### src/rtl/bridge_pkg.sv
package bridge_pkg;
  typedef enum logic [1:0] {
    RD_NONE = 2'd0,
    RD_DATA = 2'd1,
    RD_STAT = 2'd2
  } rd_sel_e;
endpackage

### src/rtl/mmio_decode.sv
module mmio_decode
  import bridge_pkg::*;
#(
  parameter int ADDR_W = 32,
  parameter logic [ADDR_W-1:0] TX_ADDR   = 32'h8000_0000,
  parameter logic [ADDR_W-1:0] RX_ADDR   = 32'h8000_0004,
  parameter logic [ADDR_W-1:0] STAT_ADDR = 32'h8000_0008
) (
  input  logic [ADDR_W-1:0] addr,
  input  logic              we,
  input  logic              re,
  output logic              tx_store,
  output logic              rx_ack,
  output rd_sel_e           rd_sel
);
  logic hit_tx, hit_rx, hit_st;

  always_comb begin
    hit_tx   = (addr == TX_ADDR);
    hit_rx   = (addr == RX_ADDR);
    hit_st   = (addr == STAT_ADDR);
    // Stores to the read-only addresses produce no strobe.
    tx_store = we && hit_tx;
    rx_ack   = re && hit_rx;
    if (re && hit_rx)      rd_sel = RD_DATA;
    else if (re && hit_st) rd_sel = RD_STAT;
    else                   rd_sel = RD_NONE;
  end
endmodule

### src/rtl/stream_tx_slot.sv
module stream_tx_slot #(
  parameter int DATA_W = 32
) (
  input  logic              clk,
  input  logic              rst,
  input  logic              store,
  input  logic [DATA_W-1:0] store_data,
  input  logic              take,
  output logic [DATA_W-1:0] tok,
  output logic              avail,
  output logic              overrun
);
  always_ff @(posedge clk) begin
    if (rst) begin
      tok     <= '0;
      avail   <= 1'b0;
      overrun <= 1'b0;
    end else begin
      if (store) begin
        tok   <= store_data;
        avail <= 1'b1;
        if (avail && !take) overrun <= 1'b1;
      end else if (take) begin
        avail <= 1'b0;
      end
    end
  end

  p_store_loads_r1: assert property (@(posedge clk) disable iff (rst)
    store |=> (avail && tok == $past(store_data)));

  p_take_empties_r2: assert property (@(posedge clk) disable iff (rst)
    (take && !store) |=> !avail);

  p_overrun_sticky_r3: assert property (@(posedge clk) disable iff (rst)
    overrun |=> overrun);

  p_overrun_cause_r3: assert property (@(posedge clk) disable iff (rst)
    (store && avail && !take) |=> overrun);
endmodule

### src/rtl/stream_rx_slot.sv
module stream_rx_slot #(
  parameter int DATA_W = 32
) (
  input  logic              clk,
  input  logic              rst,
  input  logic              push,
  input  logic [DATA_W-1:0] push_data,
  input  logic              ack,
  output logic [DATA_W-1:0] tok,
  output logic              busy
);
  logic accept;

  always_comb accept = push && !busy;

  always_ff @(posedge clk) begin
    if (rst) begin
      tok  <= '0;
      busy <= 1'b0;
    end else if (accept) begin
      tok  <= push_data;
      busy <= 1'b1;
    end else if (ack) begin
      busy <= 1'b0;
    end
  end

  p_push_captures_r4: assert property (@(posedge clk) disable iff (rst)
    (push && !busy) |=> (busy && tok == $past(push_data)));

  p_push_ignored_r4: assert property (@(posedge clk) disable iff (rst)
    (busy && !ack) |=> (busy && $stable(tok)));

  p_ack_empties_r5: assert property (@(posedge clk) disable iff (rst)
    (busy && ack) |=> !busy);
endmodule

### src/rtl/mmio_stream_bridge.sv
module mmio_stream_bridge
  import bridge_pkg::*;
#(
  parameter int ADDR_W = 32,
  parameter int DATA_W = 32,
  parameter logic [ADDR_W-1:0] TX_ADDR   = 32'h8000_0000,
  parameter logic [ADDR_W-1:0] RX_ADDR   = 32'h8000_0004,
  parameter logic [ADDR_W-1:0] STAT_ADDR = 32'h8000_0008
) (
  input  logic              clk,
  input  logic              rst,
  input  logic [ADDR_W-1:0] bus_addr,
  input  logic [DATA_W-1:0] bus_wdata,
  input  logic              bus_we,
  input  logic              bus_re,
  output logic [DATA_W-1:0] bus_rdata,
  output logic [DATA_W-1:0] tx_tok,
  output logic              tx_avail,
  input  logic              tx_take,
  input  logic [DATA_W-1:0] rx_data,
  input  logic              rx_push,
  output logic              rx_busy
);
  localparam int STAT_PAD = DATA_W - 2;

  logic              tx_store, rx_ack, overrun;
  logic [DATA_W-1:0] rx_tok, status_w;
  rd_sel_e           rd_sel;

  mmio_decode #(
    .ADDR_W(ADDR_W), .TX_ADDR(TX_ADDR), .RX_ADDR(RX_ADDR), .STAT_ADDR(STAT_ADDR)
  ) u_dec (
    .addr(bus_addr), .we(bus_we), .re(bus_re),
    .tx_store(tx_store), .rx_ack(rx_ack), .rd_sel(rd_sel)
  );

  stream_tx_slot #(.DATA_W(DATA_W)) u_tx (
    .clk(clk), .rst(rst), .store(tx_store), .store_data(bus_wdata),
    .take(tx_take), .tok(tx_tok), .avail(tx_avail), .overrun(overrun)
  );

  stream_rx_slot #(.DATA_W(DATA_W)) u_rx (
    .clk(clk), .rst(rst), .push(rx_push), .push_data(rx_data),
    .ack(rx_ack), .tok(rx_tok), .busy(rx_busy)
  );

  always_comb status_w = {{STAT_PAD{1'b0}}, overrun, rx_busy};

  always_ff @(posedge clk) begin
    if (rst) begin
      bus_rdata <= '0;
    end else begin
      case (rd_sel)
        RD_DATA: bus_rdata <= rx_tok;
        RD_STAT: bus_rdata <= status_w;
        default: bus_rdata <= '0;
      endcase
    end
  end

  p_idle_rdata_zero_r7: assert property (@(posedge clk) disable iff (rst)
    !bus_re |=> (bus_rdata == '0));

  p_data_load_r5: assert property (@(posedge clk) disable iff (rst)
    (bus_re && bus_addr == RX_ADDR) |=> (bus_rdata == $past(rx_tok)));

  p_status_load_r6: assert property (@(posedge clk) disable iff (rst)
    (bus_re && bus_addr == STAT_ADDR) |=> (bus_rdata[DATA_W-1:2] == '0
      && bus_rdata[0] == $past(rx_busy)));
endmodule

### config.mk
export PLATFORM = sky130hd
export DESIGN_NAME = mmio_stream_bridge
export DESIGN_NICKNAME = d
export VERILOG_FILES = /design/src/rtl/bridge_pkg.sv /design/src/rtl/mmio_decode.sv /design/src/rtl/stream_tx_slot.sv /design/src/rtl/stream_rx_slot.sv /design/src/rtl/mmio_stream_bridge.sv
export SDC_FILE = /design/constraint.sdc
export NUM_CORES = 1
export LEC_CHECK = 0
export ABC_AREA = 0
export BUFFER_PORTS_ARGS = -buffer_cell sky130_fd_sc_hd__buf_2
export CORE_ASPECT_RATIO = 0.9
export CORE_MARGIN = 4
export CORE_UTILIZATION = 50
export DETAILED_ROUTE_END_ITERATION = 16
export MAX_ROUTING_LAYER = met4
export PLACE_DENSITY = 0.81
export SETUP_SLACK_MARGIN = 0.02
export SLEW_MARGIN = 10
export SYNTH_ARGS = -nofsm -noshare
export SYNTH_HDL_FRONTEND = slang
export SYNTH_SLANG_ARGS = --single-unit
export TNS_END_PERCENT = 5
### constraint.sdc
create_clock -name clk -period 5 [get_ports clk]
set_input_delay 0.5 -clock clk [delete_from_list [all_inputs] [get_ports clk]]
set_output_delay 0.5 -clock clk [all_outputs]
set_load 0.03 [all_outputs]
# Word-level counts from Yosys, hierarchy flattened
# Cells that the tools add are included.
# word_totals
in_bits,102
register_bits,99
wordCells,28
# classes
eq_ne,5
n_mux,7
reduce_logical,10
# ops
cell,n
$eq 32x32->1 const B,3
$pmux 32 s2,1
$logic_and 1x1->1,5
$mux 1,4
$mux 2,2
$reduce_bool 2->1,2
$eq 2x1->1 const B,1
$eq 2x2->1 const B,1
$logic_not 1->1,2
$reduce_and 2->1,1

# Depth between registers and ports, before layout
# Gate-level depths: netlist of run 1.
# depth
ltp_word,6
depth_mapped,6
depth_no_buf,4

# Hierarchy
# From an unflattened synthesis of run 1, not the netlist that was laid out.
# hier_totals
cells_unflattened,351
hier_area_um2,3882.5
# modules_own_cells
mod,cells_each,area_per_inst_um2,seq_area_each_um2,instances
stream_rx_slot,148,1505.2,660.6,1
stream_tx_slot,111,1239.9,680.7,1
mmio_stream_bridge,74,957.2,640.6,1
mmio_decode,18,180.2,0.0,1

# Worst setup path before layout of run 1
# Ideal clock, no wire load.
# synth_path
path_type,input-to-reg
start,in bus_addr[20]
end,reg bus_rdata[10]
setup_time_ps,76
t_arrival_ps,1838
path_slack_ps,3086
n_path_buf,2
stages,6
required_ps,4924
cell_sequence,nor4_2 > nand4_2 > or4b_1 > buf_2 > buf_6 > nor3_2
# synth_between
elab_chain_len,6
# synth_lines
item,line_no,rtl
from (decl),mmio_stream_bridge.sv:12,"input logic [ADDR_W-1:0] bus_addr,"
$eq 32x32->1,mmio_decode.sv:21,hit_st = (addr == STAT_ADDR);
$logic_and 1x1->1,mmio_decode.sv:26,else if (re && hit_st) rd_sel = RD_STAT;
$mux 2,mmio_decode.sv:26,
$mux 2 (*),mmio_decode.sv:25,if (re && hit_rx) rd_sel = RD_DATA;
$eq 2x2->1 or $eq 2x1->1 (tied branches),mmio_stream_bridge.sv:53,case (rd_sel)
$pmux 32 s2 (*),mmio_stream_bridge.sv:53,
to (signal assigned),mmio_stream_bridge.sv:54,RD_DATA: bus_rdata <= rx_tok;
to (signal assigned),mmio_stream_bridge.sv:55,RD_STAT: bus_rdata <= status_w;
to (decl),mmio_stream_bridge.sv:16,"output logic [DATA_W-1:0] bus_rdata,"
# Every way passes the cells marked *; elsewhere a longest branch is shown, timed or not.
# A chain may end at the register's enable or synchronous reset.

# Worst setup path in the final report of run 1
# layout_path
start,in bus_addr[15]
end,reg bus_rdata[14]
# Same word-level chain as after synthesis.

==> reports/results.txt, run 1 <==
first-pass GRT wire length = 14200 um
cell row count = 29
post-route non-filler standard cell count = 661
Mapped Area = 3710 um^2
Die Ht = 89.8 um
CTS Buf Count = 9
sequential-to-total area share from yosys stat = 53.4%
number of remaining DRC errors = 0
Total GRT Usage = 20.0%
Resized Gates After CTS = 0
CP endpoint kind = flop
commonest non-fill, non-tap cell in the layout = buf_2
Seq cells post-synth = 99
most frequent cells in the layout = buf_2, nand2_1, dfxtp_1
final core area utilization = 66.6%
post-layout min period = 2.35 ns
number of vias per cell = 4.77
P per Cell Area = 301 nW/um^2
Final GP Congestion = 0.744
HP Class = in2reg
drt total wl = 8580 um
layout cells sized above 1 = 39.6%
number of routed nets with antenna violations = 0
initial antenna violation count = 0
worst relative slew slack = 22.0%
DP HPWL = 6270 um
mean routed wirelength per cell = 13.0 um
placed inst area = 4560 um^2
CTS tree = yes
Setup WS post-layout = 2.65 ns
final number of setup-violating endpoints = 0
Post-Synthesis Cells = 410
cell taking the most area after synthesis = dfxtp_1
unrepaired setup endpoints after global routing = no
die area = 8870 um^2
IO Pins = 168
Reg2Reg Depth = 3
Post-CTS Setup Bufs = 0
hold path cells = 3
Core Region = 7150 um^2
final hold violation count = 0
Hold WS = 0.376 ns
Layout Cell Area excl Fill = 4760 um^2
crit path max-delay cell type = or4b_2
critical path class = in2reg
clk buf depth = 2
vias in the first global route = 3044
Setup WS pre-CTS = 2.31 ns
Die Wd = 98.9 um
post-synth top area share = 53.4%
Root Buffer = clkbuf_8
reg-to-reg slack, setup = 3.26 ns
CTS Hold Bufs = 0
placed cell count = 645
Post-Syn Area per Cell = 9.06 um^2
top post-synthesis cells by area = dfxtp_1, nand2_1, mux2i_1
Clock Sinks = 99
setup TNS = 0 ns
clk_lat worst skew = 0.35 ns
drt pass-1 iters = 4
synth warn = 0
First DRT Iteration DRCs = 71
static leakage = 2.08 nW
diodes inserted = 0
Slew Limit Fails = 0
CP required = 5.27 ns
kind of cell adding the most delay to the critical path = simple AND/OR/NAND/NOR gates
Layout Nets = 665
post-synthesis cell type count = 26
Synth Net Count = 512
grt total ovfl = 0
depth of the CTS H-tree = 3
Setup crit start kind = input pin
Critical Path Stages = 5
CP bufs+invs = 1
largest net degree at the start of global routing = 45
crit-path max cell delay = 1.12 ns
CTS clk-pin slew, worst paths = 0.10 ns
Critical Path Fanout Max = 32
worst-path cell chain = buf_2, nor4_1, nand4_1, or4b_2, nor3_1
Worst-Margin Slew = 1.17 ns
Initial Util = 52.0%
Final Skew = 0.00763 ns
fmax = 426 MHz
Arr. time, crit path = 2.61 ns
status = finished, final reports clean
crit share post-route = 46.9%
number of max-cap violations = 0
Design Power = 1.43 mW
area delta synth->final = 28.2%
VDD IR max = 215 uV
IO buf count = 167
via count = 3151
## path summary, 6_finish.rpt
kind                    to          from
min reg2reg  bus_rdata[24]  u_rx.tok[24]
max reg2reg   u_rx.tok[13]     u_rx.busy
min           u_rx.tok[22]   rx_data[22]
max          bus_rdata[14]  bus_addr[15]
## synth_stat cells
cell type  instances
nor3_1             2
a22oi_1            2
nor3_4             1
a41oi_1            1
a21oi_1           32
mux2i_1           32
clkbuf_1          21
nand2b_1           2
buf_6              3
nor2b_1            5
nand2_1          129
dfxtp_1           99
nand4_2            1
nor2_2             2
o21ai_0            1
nor4b_2            1
nor4_1             3
nor4_2             3
nand4_1            1
inv_1             31
or4b_1             1
a31o_2             1
nor2_1             3
nor3_2            28
o21a_1             1
buf_2              4
## power by group
| part | switching [mW] | leakage, nW | total, mW | internal (mW) |
|---|---|---|---|---|
| clock network | 0.276 | 0.0963 | 0.514 | 0.238 |
| registers | 0.00753 | 0.802 | 0.810 | 0.803 |
| logic | 0.0635 | 1.18 | 0.111 | 0.0471 |
## layer usage
metal	global-route usage, %	vias to the layer above	wire [um]
li1	-	1613	-
met1	23.4	1407	3500
met2	32.3	117	4160
met3	6.50	14	783
met4	6.71	0	138
met5	-	-	0
## cells by family (layout without fill, tap and decap cells)
logic type	after synthesis	after routing	share of synthesized area, %
AND/OR/NAND/NOR	182	182	25.8
multiplexers	32	32	8.62
flip-flops	99	99	53.4
AO/OA/AOI/OAI	38	38	5.52
buffers and inverters	59	217	6.70
## sequential cells by signal, indices dropped and copies added (netlist names)
signal and cells:
u_tx.avail 1, u_rx.busy 1, u_rx.tok 32, bus_rdata 32
u_tx.tok 32, u_tx.overrun 1
## tightest hold or removal path, delay by kind of cell
kind                   cells  cell delay [ns]
AO/OA/AOI/OAI              1             0.05
buffers and inverters      1             0.10
AND/OR/NAND/NOR            1             0.04
## layout make-up
| class | instances | area, um^2 |
|---|---|---|
| Clock buffer | 10 | 128 |
| Clock inverter | 6 | 72.6 |
| Fill cell | 590 | 2390 |
| Inverter | 31 | 116 |
| Multi-Input combinational cell | 252 | 1490 |
| Sequential cell | 99 | 1980 |
| Tap cell | 93 | 116 |
| Timing Repair Buffer | 170 | 858 |
(Power assumes the default switching activity.)
==> run 2, diff against run 1 <==
CORE_UTILIZATION = 47   (was 50)
PLACE_DENSITY = 0.77   (was 0.81)
clock period = 2.4 ns   (was 5 ns; I/O delays follow)
==> run 2 against run 1 <==
Sequential power is 110% higher; clock power grew 98%; worst setup slack got worse by 2.0 ns; non-clock buffer count up 4; cell count increased by 1.2%; largest power group unchanged; sequential share of layout area fell by 0.51 points; register-to-register slack got worse by 2.3 ns; power increased by 110%; critical endpoint is now bus_rdata[15]; critical path type unchanged; flip-flop and latch count did not move; die area is 5.8% higher.
==> reports/results.txt, run 2 (synthesis results as in run 1) <==
vias in the first global route = 3122 (+2.6%)
Initial Util = 48.8% (-3.2 points)
via count = 3139 (-0.38%)
IO Pins = 168 (unchanged)
biggest regs = bus_rdata: 32 flops, u_rx.tok: 32 flops, u_tx.tok: 32 flops
CTS tree = yes
IO buf count = 167 (unchanged)
Setup WS post-layout = 0.662 ns (-1.99 ns)
placed cell count = 652 (+1.1%)
cell row count = 30 (+3.4%)
CTS Hold Bufs = 0 (unchanged)
final core area utilization = 63.3% (-3.4 points)
post-route non-filler standard cell count = 669 (+1.2%)
drt pass-1 iters = 4 (unchanged)
Final Skew = 0.0106 ns (+0.00294 ns)
final number of setup-violating endpoints = 0 (unchanged)
static leakage = 2.10 nW (+1.2%)
grt total ovfl = 0 (unchanged)
Arr. time, crit path = 2.01 ns (-0.60 ns)
Worst-Margin Slew = 0.923 ns (-0.246 ns)
mean routed wirelength per cell = 13.0 um (about the same)
HP Class = in2reg
die area = 9390 um^2 (+5.8%)
number of vias per cell = 4.69 (-1.6%)
Layout Nets = 669 (+0.60%)
area delta synth->final = 29.8%
depth of the CTS H-tree = 3 (unchanged)
First DRT Iteration DRCs = 98 (+38%)
CP required = 2.68 ns (-2.59 ns)
number of routed nets with antenna violations = 0 (unchanged)
fmax = 575 MHz
Root Buffer = clkbuf_8
most frequent cells in the layout = buf_2, nand2_1, dfxtp_1
CTS Buf Count = 9 (unchanged)
VDD IR max = 373 uV (+73%)
DP HPWL = 6470 um (+3.2%)
worst relative slew slack = 38.4% (+16 points)
Final GP Congestion = 0.771 (+3.6%)
layout cells sized above 1 = 40.2% (+0.60 points)
Setup crit start kind = input pin
clk_lat worst skew = 0.36 ns (about the same)
clk buf depth = 2 (unchanged)
largest net degree at the start of global routing = 35 (-22%)
Core Region = 7620 um^2 (+6.6%)
unrepaired setup endpoints after global routing = no
Fill cells = 674 (+14%)
Critical Path Fanout Max = 32 (unchanged)
number of max-cap violations = 0 (unchanged)
setup TNS = 0 ns (unchanged)
number of remaining DRC errors = 0 (unchanged)
P per Cell Area = 611 nW/um^2 (+100%)
crit share post-route = 72.4%
CTS clk-pin slew, worst paths = 0.10 ns (about the same)
Die Ht = 92.3 um (+2.9%)
Die Wd = 102 um (+2.9%)
Slew Limit Fails = 0 (unchanged)
critical path class = in2reg
first-pass GRT wire length = 14200 um (unchanged)
drt total wl = 8690 um (+1.3%)
Resized Gates After CTS = 0 (unchanged)
status = finished, final reports clean
Clock Sinks = 99 (unchanged)
post-layout min period = 1.74 ns
Post-CTS Setup Bufs = 0 (unchanged)
CP endpoint kind = flop
Total GRT Usage = 19.3% (-0.67 points)
Setup WS pre-CTS = 0.335 ns (-1.97 ns)
commonest non-fill, non-tap cell in the layout = buf_2
initial antenna violation count = 1 (+1)
final hold violation count = 0 (unchanged)
-- run 2: changes by cell type in the layout (fill, tap and decap cells not counted) --
cell,change
bufinv_16,-1
buf_4,+2
clkbuf_8,+1
clkbuf_1,-1
diode_2,+1
inv_8,-1
buf_12,+2
clkinv_2,-1
clkinv_4,+2
clkinv_8,+1
-- run 2: report_power, final --
group          switching [mW]  internal, mW
Clock                   0.600         0.425
Sequential             0.0161          1.67
Combinational           0.131         0.101
Total                   0.747          2.20
-- run 2: critical path, cell delays in order --
cell,delay [ns]
buf_2,0.10
nor4_1,0.35
nand4_1,0.26
or4b_2,0.71
buf_12,0.21
nor3_1,0.14
-- run 2: layout make-up --
cell class                      instances  area, um^2  share of cell area [%]
Sequential cell                        99        1980                    41.1
Multi-Input combinational cell        252        1490                    30.9
Timing Repair Buffer                  174         913                    18.9
Clock buffer                           10         138                    2.85
Tap cell                               96         120                    2.49
Inverter                               31         116                    2.41
Clock inverter                          6        60.1                    1.25
Antenna cell                            1        2.50                  0.0519
-- run 2: routing by layer --
layer | vias to the layer above | global-route usage (%) | part of all wire [%]
met1 | 1381 | 22.5 | 42
met4 | 0 | 4.76 | 1.3
met5 | - | - | 0
met2 | 118 | 30.5 | 46
li1 | 1626 | - | -
met3 | 14 | 8.66 | 11
-- run 2: worst paths after layout --
check                    start             to  slack (ns)  cells after the start
setup / recovery  bus_addr[11]  bus_rdata[15]        0.66                      6
hold / removal     rx_data[20]   u_rx.tok[20]        0.11                      3
setup reg to reg     u_rx.busy   u_rx.tok[11]        0.97                      4
hold reg to reg    u_rx.tok[6]   bus_rdata[6]        0.44                      2
-- run 2: stage by stage --
stage	hold slack, ns	cell area, um^2	total power, mW
final	0.111	4820	2.95
after CTS	0.0870	4820	2.98
after detailed placement	0.424	4620	1.96
after global placement	0.420	4620	1.95
after global routing	0.0845	4820	3.08
after floorplan	0.373	3710	1.85
==> run 3, diff against run 2 <==
ABC_AREA = 1   (was 0)
clock period = 1.73 ns   (was 2.4 ns; I/O delays follow)
==> run 3 against run 2 <==
Global-route usage fell by 0.27 points; clock-buffer cell count is the same; worst setup slack got worse by 0.088 ns; final area grew 1.6%; clock power is 48% higher; cell count rose by 16%; core utilization up 0.39 points; sequential share of layout area down 0.65 points; register-to-register slack lost 0.40 ns; critical path depth is 1 lower; power rose by 44%; flip-flop and latch count stayed put; largest power group unchanged.
==> reports/results.txt, run 3 <==
IO Pins = 168 (unchanged)
number of synthesized flops with an enable pin = 0 (unchanged)
post-layout min period = 1.16 ns
top sig layer = met4
layout cells sized above 1 = 30.7% (-9.5 points)
Total GRT Usage = 19.0% (-0.27 points)
DP HPWL = 6910 um (+6.8%)
number of remaining DRC errors = 0 (unchanged)
CTS clk-pin slew, worst paths = 0.10 ns (about the same)
number of vias per cell = 4.69 (about the same)
Hold Crit Start = rx_data[9]
fmax = 865 MHz
wl on met1 = 3950 um (+8.5%)
drt total wl = 9230 um (+6.2%)
Synth Net Count = 614 (+20%)
Seq cells post-synth = 99 (unchanged)
post-synthesis cell type count = 22 (-15%)
sequential-to-total area share from yosys stat = 52.2% (-1.2 points)
unrepaired setup endpoints after global routing = no
met3 routed WL = 763 um (-19%)
synth warn = 0 (unchanged)
Arr. time, crit path = 1.40 ns (-0.61 ns)
Critical Path Fanout Max = 30 (-6.3%)
static leakage = 2.47 nW (+17%)
IO buf count = 167 (unchanged)
final number of setup-violating endpoints = 0 (unchanged)
r2r endpoint = u_rx.tok[24]
reg-to-reg slack, setup = 0.57 ns (-0.40 ns)
number of routed nets with antenna violations = 0 (unchanged)
post-synth top area share = 52.2% (-1.2 points)
Resized Gates After CTS = 0 (unchanged)
Root Buffer = clkbuf_8
drt pass-1 iters = 4 (unchanged)
number of max-cap violations = 0 (unchanged)
commonest non-fill, non-tap cell in the layout = buf_2
Final GP Congestion = 0.847 (+9.8%)
grt total ovfl = 0 (unchanged)
CTS Hold Bufs = 0 (unchanged)
Initial Util = 49.4% (+0.63 points)
cell taking the most area after synthesis = dfxtp_1
Reg2Reg Launch Point = u_rx.busy
HP Class = in2reg
placed inst area = 4690 um^2 (+1.5%)
Post-Syn Area per Cell = 7.42 um^2 (-18%)
vias in the first global route = 3341 (+7.0%)
top post-synthesis cells by area = dfxtp_1, nor2_1, nand2_1
Multi-input gate area = 1420 um^2 (-5.0%)
status = finished, final reports clean
Min-Delay Endpoint = u_rx.tok[9]
CP required = 1.98 ns (-0.70 ns)
Synth top cells by count = nor2_1, dfxtp_1, nand2_1
VDD IR max = 631 uV (+69%)
Synth async-reset ratio = 0% (unchanged)
Slew Limit Fails = 0 (unchanged)
P per Cell Area = 865 nW/um^2 (+42%)
First DRT Iteration DRCs = 107 (+9.2%)
largest net degree at the start of global routing = 36 (+2.9%)
biggest regs = bus_rdata: 32 flops, u_rx.tok: 32 flops, u_tx.tok: 32 flops
depth of the CTS H-tree = 3 (unchanged)
Post-Synthesis Cells = 512 (+25%)
final hold violation count = 0 (unchanged)
cell with the most instances after synthesis = nor2_1
Layout Nets = 775 (+16%)
cell row count = 30 (unchanged)
Final Skew = 0.0133 ns (+0.00271 ns)
Clock Sinks = 99 (unchanged)
Fill cells = 676 (+0.30%)
initial antenna violation count = 0 (-1)
first-pass GRT wire length = 14400 um (+1.9%)
Post-CTS Setup Bufs = 0 (unchanged)
Seq. cell area = 1980 um^2 (unchanged)
diodes inserted = 0 (-1)
Core Region = 7690 um^2 (+0.99%)
critical path class = reg2reg
die area = 9590 um^2 (+2.1%)
clk buf depth = 2 (unchanged)
setup TNS = 0 ns (unchanged)
Die Wd = 103 um (+1.1%)
CTS Buf Count = 9 (unchanged)
hold path cells = 3 (unchanged)
worst relative slew slack = 70.6% (+32 points)
WL met2 = 4450 um (+11%)
final core area utilization = 63.7% (+0.39 points)
clk_lat worst skew = 0.35 ns (about the same)
CTS tree = yes
Main synth FF type = dfxtp_1
via count = 3631 (+16%)
area delta synth->final = 28.9%
Die Ht = 93.3 um (+1.0%)
mean routed wirelength per cell = 11.9 um (-8.2%)
most frequent cells in the layout = buf_2, nor2_1, dfxtp_1
Layout Cell Area excl Fill = 4900 um^2 (+1.6%)
Setup crit start kind = flop
Mapped Area = 3800 um^2 (+2.3%)
CP endpoint kind = flop
Worst-Margin Slew = 0.441 ns (-0.482 ns)
crit share post-route = 66.8%
Reg2Reg Depth = 5 (+1)
==> run 3: changes by cell type in the layout (fill, tap and decap cells not counted), moves of 14 or more <==
cell     before  now
nand3_1       0   38
o21ai_0       1   33
mux2i_1      32    0
nor2_1        3  139
nor3_2       28    1
nand2_1     129   63
nor3_1        2   16
inv_1        30   59
==> run 3: worst max-delay path: stages, from the launching register on <==
cell	delay [ns]
dfxtp_1	0.34
nor2_1	0.15
inv_1	0.08
buf_4	0.22
o21ai_0	0.20
a21oi_1	0.06
==> run 3: stage by stage <==
stage          setup WS [ns]  power [mW]  hold slack (ns)  std cells
6_report               0.574        4.24           0.0396        774
5_1_grt                0.447        4.43           0.0268        774
4_1_cts                0.563        4.29           0.0225        774
3_5_place_dp           0.251        2.78            0.404        758
3_3_place_gp           0.303        2.77            0.396        758
2_1_floorplan          0.432        2.60            0.250        512
==> run 3: logic make-up after synthesis <==
kind of cell,count (synthesis),share of synthesized area (%)
buffers and inverters,89,10.6
DFF,99,52.2
AOI/OAI and AO/OA,54,7.11
and+or+nand+nor,270,30.1
==> run 3: layer usage <==
layer	up-vias	global-route usage, %
met4	0	4.42
met1	1612	22.6
met3	9	4.77
met5	-	-
li1	1898	-
met2	112	32.5
==> run 3: power breakdown <==
part           internal, mW  switching (mW)
Combinational         0.162           0.200
Clock                 0.721           0.790
Sequential             2.34          0.0234
Total                  3.22            1.01
==> run 3: cell type report <==
type | count | share of cell area, %
Sequential cell | 99 | 40.5
Multi-Input combinational cell | 324 | 28.9
Timing Repair Buffer | 178 | 19.3
Inverter | 61 | 4.67
Clock buffer | 10 | 2.81
Tap cell | 96 | 2.45
Clock inverter | 6 | 1.46
==> run 3: how the worst max path moves through the flow <==
stage | startpoint | to | slack [ns] | depth (start not counted)
final | u_rx.busy | u_rx.tok[24] | 0.57 | 5
after global routing | u_rx.busy | u_rx.tok[24] | 0.45 | 5
after CTS | u_rx.busy | u_rx.tok[24] | 0.56 | 5
after detailed placement | bus_addr[9] | u_tx.tok[22] | 0.25 | 9
after global placement | bus_addr[9] | u_tx.tok[20] | 0.30 | 9
after floorplan | u_rx.busy | u_rx.tok[24] | 0.43 | 5
